## config.mk

```make
export PLATFORM = sky130hd
export DESIGN_NAME = pkt_droplog_irq
export DESIGN_NICKNAME = d
export VERILOG_FILES = /design/src/rtl/droplog_pkg.sv /design/src/rtl/oneshot_log.sv /design/src/rtl/sat_rd_counter.sv /design/src/rtl/pkt_droplog_irq.sv
export SDC_FILE = /design/constraint.sdc
export NUM_CORES = 1
export LEC_CHECK = 0
export ABC_AREA = 0
export CELL_PAD_IN_SITES_DETAIL_PLACEMENT = 2
export CELL_PAD_IN_SITES_GLOBAL_PLACEMENT = 2
export CORE_MARGIN = 5
export CORE_UTILIZATION = 28
export DETAILED_ROUTE_END_ITERATION = 8
export PLACE_DENSITY_LB_ADDON = 0.12
export SLEW_MARGIN = 30
export SYNTH_ARGS = -nofsm -noshare
export SYNTH_HDL_FRONTEND = slang
export SYNTH_HIERARCHICAL = 1
export SYNTH_SLANG_ARGS = --single-unit
```

## constraint.sdc

```tcl
create_clock -name clk -period 2.2 [get_ports clk]
set_clock_uncertainty 0.1 [all_clocks]
set_input_delay 0.44 -clock clk [delete_from_list [all_inputs] [get_ports clk]]
set_output_delay 0.44 -clock clk [all_outputs]
set_load 0.01 [all_outputs]
```

## src/rtl/droplog_pkg.sv

```systemverilog
package droplog_pkg;
  localparam int NUM_CAUSE = 5;
  localparam int NUM_SRC   = 3;
  localparam int ADDR_W    = 4;

  localparam int SB_VPAR = 0;
  localparam int SB_RPAR = 1;
  localparam int SB_DROP = 2;

  typedef enum logic [ADDR_W-1:0] {
    RA_STATUS = 4'd0,
    RA_MIRROR = 4'd1,
    RA_IMASK  = 4'd2,
    RA_LMASK  = 4'd3,
    RA_DLOG   = 4'd4,
    RA_VLOG   = 4'd5,
    RA_RLOG   = 4'd6,
    RA_DCNT   = 4'd7,
    RA_CCNT   = 4'd8
  } reg_addr_e;
endpackage

```

## src/rtl/oneshot_log.sv

```systemverilog
module oneshot_log #(
  parameter int W = 8
) (
  input  logic         clk,
  input  logic         rst_n,
  input  logic         set,
  input  logic [W-1:0] set_data,
  input  logic         clr,
  output logic         flag,
  output logic [W-1:0] data
);
  // Capture only while empty; a clear only acts on a full cell.
  always_ff @(posedge clk) begin
    if (!rst_n) begin
      flag <= 1'b0;
      data <= '0;
    end else if (!flag && set) begin
      flag <= 1'b1;
      data <= set_data;
    end else if (flag && clr) begin
      flag <= 1'b0;
      data <= '0;
    end
  end
endmodule

```

## src/rtl/sat_rd_counter.sv

```systemverilog
module sat_rd_counter #(
  parameter int W = 32
) (
  input  logic         clk,
  input  logic         rst_n,
  input  logic         inc,
  input  logic         rd_clr,
  output logic [W-1:0] count
);
  localparam logic [W-1:0] MAXV = '1;

  always_ff @(posedge clk) begin
    if (!rst_n)
      count <= '0;
    else if (rd_clr)
      count <= inc ? W'(1) : '0;
    else if (inc && count != MAXV)
      count <= count + W'(1);
  end
endmodule

```

## src/rtl/pkt_droplog_irq.sv

```systemverilog
module pkt_droplog_irq
  import droplog_pkg::*;
#(
  parameter int CNT_W   = 32,
  parameter int VADDR_W = 12,
  parameter int RADDR_W = 8,
  parameter int DATA_W  = 32
) (
  input  logic                 clk,
  input  logic                 rst_n,
  input  logic                 evt_valid,
  input  logic [NUM_CAUSE-1:0] evt_cause,
  input  logic                 evt_l2_match,
  input  logic                 evt_bad_csum,
  input  logic                 vpar_err,
  input  logic [VADDR_W-1:0]   vpar_addr,
  input  logic                 rpar_err,
  input  logic [RADDR_W-1:0]   rpar_addr,
  input  logic                 reg_wr,
  input  logic                 reg_rd,
  input  logic [ADDR_W-1:0]    reg_addr,
  input  logic [DATA_W-1:0]    reg_wdata,
  output logic [DATA_W-1:0]    reg_rdata,
  output logic                 irq
);
  localparam int USED_W = NUM_CAUSE;

  logic [NUM_SRC-1:0]   status;
  logic [NUM_SRC-1:0]   mirror_q, imask_q;
  logic [NUM_CAUSE-1:0] lmask_q, dlog;
  logic [VADDR_W-1:0]   vlog;
  logic [RADDR_W-1:0]   rlog;
  logic [CNT_W-1:0]     dcnt, ccnt;
  logic [NUM_SRC-1:0]   stat_clr;
  logic [NUM_CAUSE-1:0] cause_kept;
  logic                 drop_set, dcnt_inc, ccnt_inc, dcnt_rd, ccnt_rd;
  logic                 wdata_unused;

  assign wdata_unused = &{1'b0, reg_wdata[DATA_W-1:USED_W]};

  assign stat_clr   = (reg_wr && reg_addr == RA_STATUS) ? reg_wdata[NUM_SRC-1:0] : '0;
  assign cause_kept = evt_cause & ~lmask_q;
  assign drop_set   = evt_valid && (|cause_kept);
  assign dcnt_inc   = evt_valid && evt_l2_match && (|evt_cause);
  assign ccnt_inc   = evt_valid && evt_l2_match && evt_bad_csum;
  assign dcnt_rd    = reg_rd && reg_addr == RA_DCNT;
  assign ccnt_rd    = reg_rd && reg_addr == RA_CCNT;

  oneshot_log #(.W(NUM_CAUSE)) u_drop_log (
    .clk(clk), .rst_n(rst_n), .set(drop_set), .set_data(cause_kept),
    .clr(stat_clr[SB_DROP]), .flag(status[SB_DROP]), .data(dlog)
  );

  oneshot_log #(.W(VADDR_W)) u_vpar_log (
    .clk(clk), .rst_n(rst_n), .set(vpar_err), .set_data(vpar_addr),
    .clr(stat_clr[SB_VPAR]), .flag(status[SB_VPAR]), .data(vlog)
  );

  oneshot_log #(.W(RADDR_W)) u_rpar_log (
    .clk(clk), .rst_n(rst_n), .set(rpar_err), .set_data(rpar_addr),
    .clr(stat_clr[SB_RPAR]), .flag(status[SB_RPAR]), .data(rlog)
  );

  sat_rd_counter #(.W(CNT_W)) u_drop_cnt (
    .clk(clk), .rst_n(rst_n), .inc(dcnt_inc), .rd_clr(dcnt_rd), .count(dcnt)
  );

  sat_rd_counter #(.W(CNT_W)) u_csum_cnt (
    .clk(clk), .rst_n(rst_n), .inc(ccnt_inc), .rd_clr(ccnt_rd), .count(ccnt)
  );

  always_ff @(posedge clk) begin
    if (!rst_n) begin
      mirror_q <= '0;
      imask_q  <= '0;
      lmask_q  <= '0;
    end else if (reg_wr) begin
      case (reg_addr)
        RA_MIRROR: mirror_q <= reg_wdata[NUM_SRC-1:0];
        RA_IMASK:  imask_q  <= reg_wdata[NUM_SRC-1:0];
        RA_LMASK:  lmask_q  <= reg_wdata[NUM_CAUSE-1:0];
        default: ;
      endcase
    end
  end

  assign irq = |((status | mirror_q) & ~imask_q);

  always_comb begin
    reg_rdata = '0;
    if (reg_rd) begin
      case (reg_addr)
        RA_STATUS: reg_rdata = DATA_W'(status);
        RA_MIRROR: reg_rdata = DATA_W'(mirror_q);
        RA_IMASK:  reg_rdata = DATA_W'(imask_q);
        RA_LMASK:  reg_rdata = DATA_W'(lmask_q);
        RA_DLOG:   reg_rdata = DATA_W'(dlog);
        RA_VLOG:   reg_rdata = DATA_W'(vlog);
        RA_RLOG:   reg_rdata = DATA_W'(rlog);
        RA_DCNT:   reg_rdata = DATA_W'(dcnt);
        RA_CCNT:   reg_rdata = DATA_W'(ccnt);
        default:   reg_rdata = '0;
      endcase
    end
  end
endmodule

```

==> qor.csv <==
stage,metric,value,unit
timing,# setup viols final,27,
route,wire per inst,22.7,um
die,io pins,103,
power_and_ir_drop,combinational share of power,14.8,%
power_and_ir_drop,clock share of power,41.5,%
timing,Slew Limit Fails,0,
yosys,"Async S/R FF share, synth",0,%
setup_path,Critical Path Max Stage Delay,320,ps
clocking,Num CTS Buffers,9,
run_status,status,"complete, but fails checks",
power_and_ir_drop,Psw,1190,uW
min_path,Min-Delay Path Class,reg -> reg,
yosys,Yosys warnings,6,
timing,Post-Route Setup TNS,-2320,ps
setup_path,"Data arrival, critical path",1820,ps
placement,dpl hpwl,21600,um
global_routing,largest net degree at the start of global routing,41,
final_layout,layout cells sized above 1,35.7,%
final_layout,fin nets,1079,
setup_path,crit end category,primary output,
yosys,number of synthesized register bits,103,
yosys,Netlist cell types,67,
route,Post-route DRC,0,
die,Site Rows,54,
final_layout,fin util,44.1,%
final_layout,multi-input logic area,4410,sq um
power_and_ir_drop,Internal,3250,uW
setup_path,CP max FO,5,
timing,final hold vios,0,
global_routing,vias in the first global route,8026,
die,Starting Density,28.4,%
final_layout,Area Overhead vs Synth,55.2,%
global_routing,GRT Resource Usage Total,23.5,%
timing,PnR worst setup slack,-163,ps
clocking,CTS sink count,103,
setup_path,CP max-delay cell,or3_1,
die,chip height,159,um
flow_run,# Max-Cap Violations,0,
run_status,failing checks,negative setup slack,
global_routing,first-pass GRT wire length,45700,um
setup_path,startpoint type of the worst setup path,input pin,
global_routing,gr ovfl total,0,
timing,Max Clk Rate,423,MHz
yosys,number of synthesized flops with an enable pin,0,
power_and_ir_drop,Pleak,0.00371,uW
setup_path,worst path required time,1660,ps
min_path,hold path depth,2,
final_layout,Reg area,2060,sq um
setup_path,WS Path Type,in -> out,
yosys,synthesized area,6180,sq um
clocking,Clock Root Buffer,clkbuf_16,
setup_path,reg2reg path depth,7,
clocking,H-tree levels,3,
route,drt total wl,29300,um
route,TritonRoute pass-1 iters,4,
yosys,Syn Area/Cell,8.06,sq um
power_and_ir_drop,VDD IR max,0.369,mV
final_layout,# fillers,2399,
power_and_ir_drop,sequential share of power,43.8,%
timing,post-layout minimum cycle time,2360,ps
route,remaining antenna violation count,0,
clocking,Skew-Pair Late Insertion Delay,360,ps
clocking,clk slew on worst S/H paths,80,ps
die,die area,25200,sq um
clocking,clk buf depth,2,
setup_path,worst path cell trace,buf_8 -> buf_12 -> buf_4 -> buf_8 -> nor3b_4 -> a31oi_1 -> or3_1 -> a31oi_1 -> buf_2,
die,Die Span X,159,um
yosys,Cells after Synth,767,
placement,Final GP Congestion,0.904,
global_routing,initial antenna violation count,0,
timing,Worst Max-Slew Pin Slew,681,ps
placement,dpl cells,1242,
timing,hold_ws,390,ps
yosys,Mapped Nets,839,
timing,final period utilization,107,%
route,DR vias,7095,
power_and_ir_drop,Power Dens Cells,462,nW/um^2
timing,RSZ-0062 raised after global routing,true,
route,DR vias/cell,5.49,
power_and_ir_drop,sw frac,26.7,%
power_and_ir_drop,Final Power,4430,uW
die,total core area,21800,sq um
final_layout,n_diodes,0,
route,Initial DRC Count,219,
yosys,share of the yosys chip area belonging to registers,33.3,%
timing,Rel. slew slack,54.5,%
yosys,Post-synth top flop,dfxtp_1,
placement,port bufs,75,
clocking,TritonCTS clock tree,yes,
final_layout,Non-Filler Instances,1292,
clocking,CTS Hold Buffers Added,0,
-- path summary, 6_finish.rpt --
kind / from / endpoint / slack [ps]
worst max-delay path: reg_addr[0] / reg_rdata[1] / -160
worst min register to register: u_rpar_log/data[4] / u_rpar_log/data[4] / 390
worst max register to register: u_drop_cnt/count[15] / u_drop_cnt/count[29] / 80
worst min-delay path: u_rpar_log/data[4] / u_rpar_log/data[4] / 390
-- area by class of cell --
class / instances / area share (%)
Clock buffer: 9 / 2.35
Sequential cell: 103 / 21.5
Clock inverter: 7 / 1.08
Inverter: 9 / 0.352
Timing Repair Buffer: 272 / 25.1
Multi-Input combinational cell: 612 / 46.0
Tap cell: 280 / 3.65
-- metal layers --
| layer | track usage [%] | vias up | share of wire, % |
|---|---|---|---|
| met5 | 0 | - | 0 |
| met4 | 8.20 | 0 | 2.9 |
| met3 | 3.40 | 46 | 3.1 |
| met2 | 45.0 | 160 | 54 |
| met1 | 26.2 | 3556 | 40 |
| li1 | - | 3333 | - |
-- logic make-up after synthesis --
group | synth area share [%]
buffers and inverters | 4.37
adders and majority gates | 0.405
and+or+nand+nor | 33.4
muxes | 5.42
DFF | 33.3
xor gates and xnor gates | 1.98
AOI/OAI and AO/OA | 21.0
-- state kept, by name (all words and copies together), names as in the netlist --
signal	flops
imask_q	3
u_rpar_log/flag	1
u_drop_log/flag	1
u_vpar_log/flag	1
u_rpar_log/data	8
mirror_q	3
u_drop_cnt/count	32
u_vpar_log/data	12
u_drop_log/data	5
u_csum_cnt/count	32
lmask_q	5
-- stage by stage --
step           setup WS [ps]  cell area, sq um
6_report                -163              9600
5_1_grt                 -225              9600
4_1_cts                 -156              9490
3_5_place_dp           -1130              8400
3_3_place_gp           -1120              8400
2_1_floorplan           7.42              6200
-- synthesized netlist by cell type (7+ instances only) --
cell type / n / area [sq um]
dfxtp_1: 103 / 2060
nand2_1: 79 / 297
nor2_1: 74 / 278
a21oi_1: 41 / 205
o21ai_0: 33 / 165
mux2i_1: 29 / 290
a22oi_1: 26 / 195
nand3_1: 26 / 130
nand4_1: 25 / 156
or3_1: 24 / 150
and2_1: 20 / 125
buf_2: 17 / 85.1
nand3b_1: 17 / 128
a31oi_1: 15 / 93.8
nor2b_1: 15 / 93.8
o21ai_1: 15 / 75.1
and3_1: 14 / 87.6
clkbuf_1: 14 / 52.6
o22ai_1: 12 / 75.1
or4_1: 12 / 90.1
and4_1: 10 / 87.6
inv_1: 9 / 33.8
nand2b_1: 9 / 56.3
o211ai_1: 8 / 60.1
xor2_1: 8 / 70.1
nand4b_1: 7 / 61.3
o31ai_1: 7 / 52.6
-- power groups by stage --
| stage | Sequential, uW | Combinational [uW] | Clock (uW) |
|---|---|---|---|
| floorplan | 1970 | 235 | 0 |
| global placement | 1980 | 495 | 0 |
| detailed placement | 1980 | 520 | 0 |
| CTS | 1940 | 635 | 1890 |
| global route | 1940 | 694 | 1960 |
| finish | 1940 | 654 | 1840 |
-- critical path, delay by kind of cell --
family / cells / cell delay [ps]
AO/OA/AOI/OAI: 2 / 210
AND/OR/NAND/NOR: 2 / 500
buffers and inverters: 5 / 670
-- timing repair --
action	in CTS	in global routing
setup buffers	27	5
gates cloned	7	0
endpoints found under the setup margin	97	52
pin swaps	70	49
gates resized for setup	277	40
-- cell usage in the layout, fill, tap and decap left out, types with 10 or more instances in the layout --
cell,count
nand3_1,25
nor2_2,10
nand4_1,25
o22ai_1,12
buf_4,169
o21ai_0,32
dfxtp_1,103
a21oi_1,29
o21ai_1,15
nor2_1,58
and4_1,10
buf_2,26
buf_6,17
a22oi_2,21
clkdlybuf4s50_1,28
nand2_1,73
nor2b_1,13
nand3b_1,17
and3_1,13
or4_1,10
or3_1,21
mux2i_1,26
buf_12,15
a31oi_1,13
and2_1,19
a21oi_2,10
(Power assumes the default switching activity.)
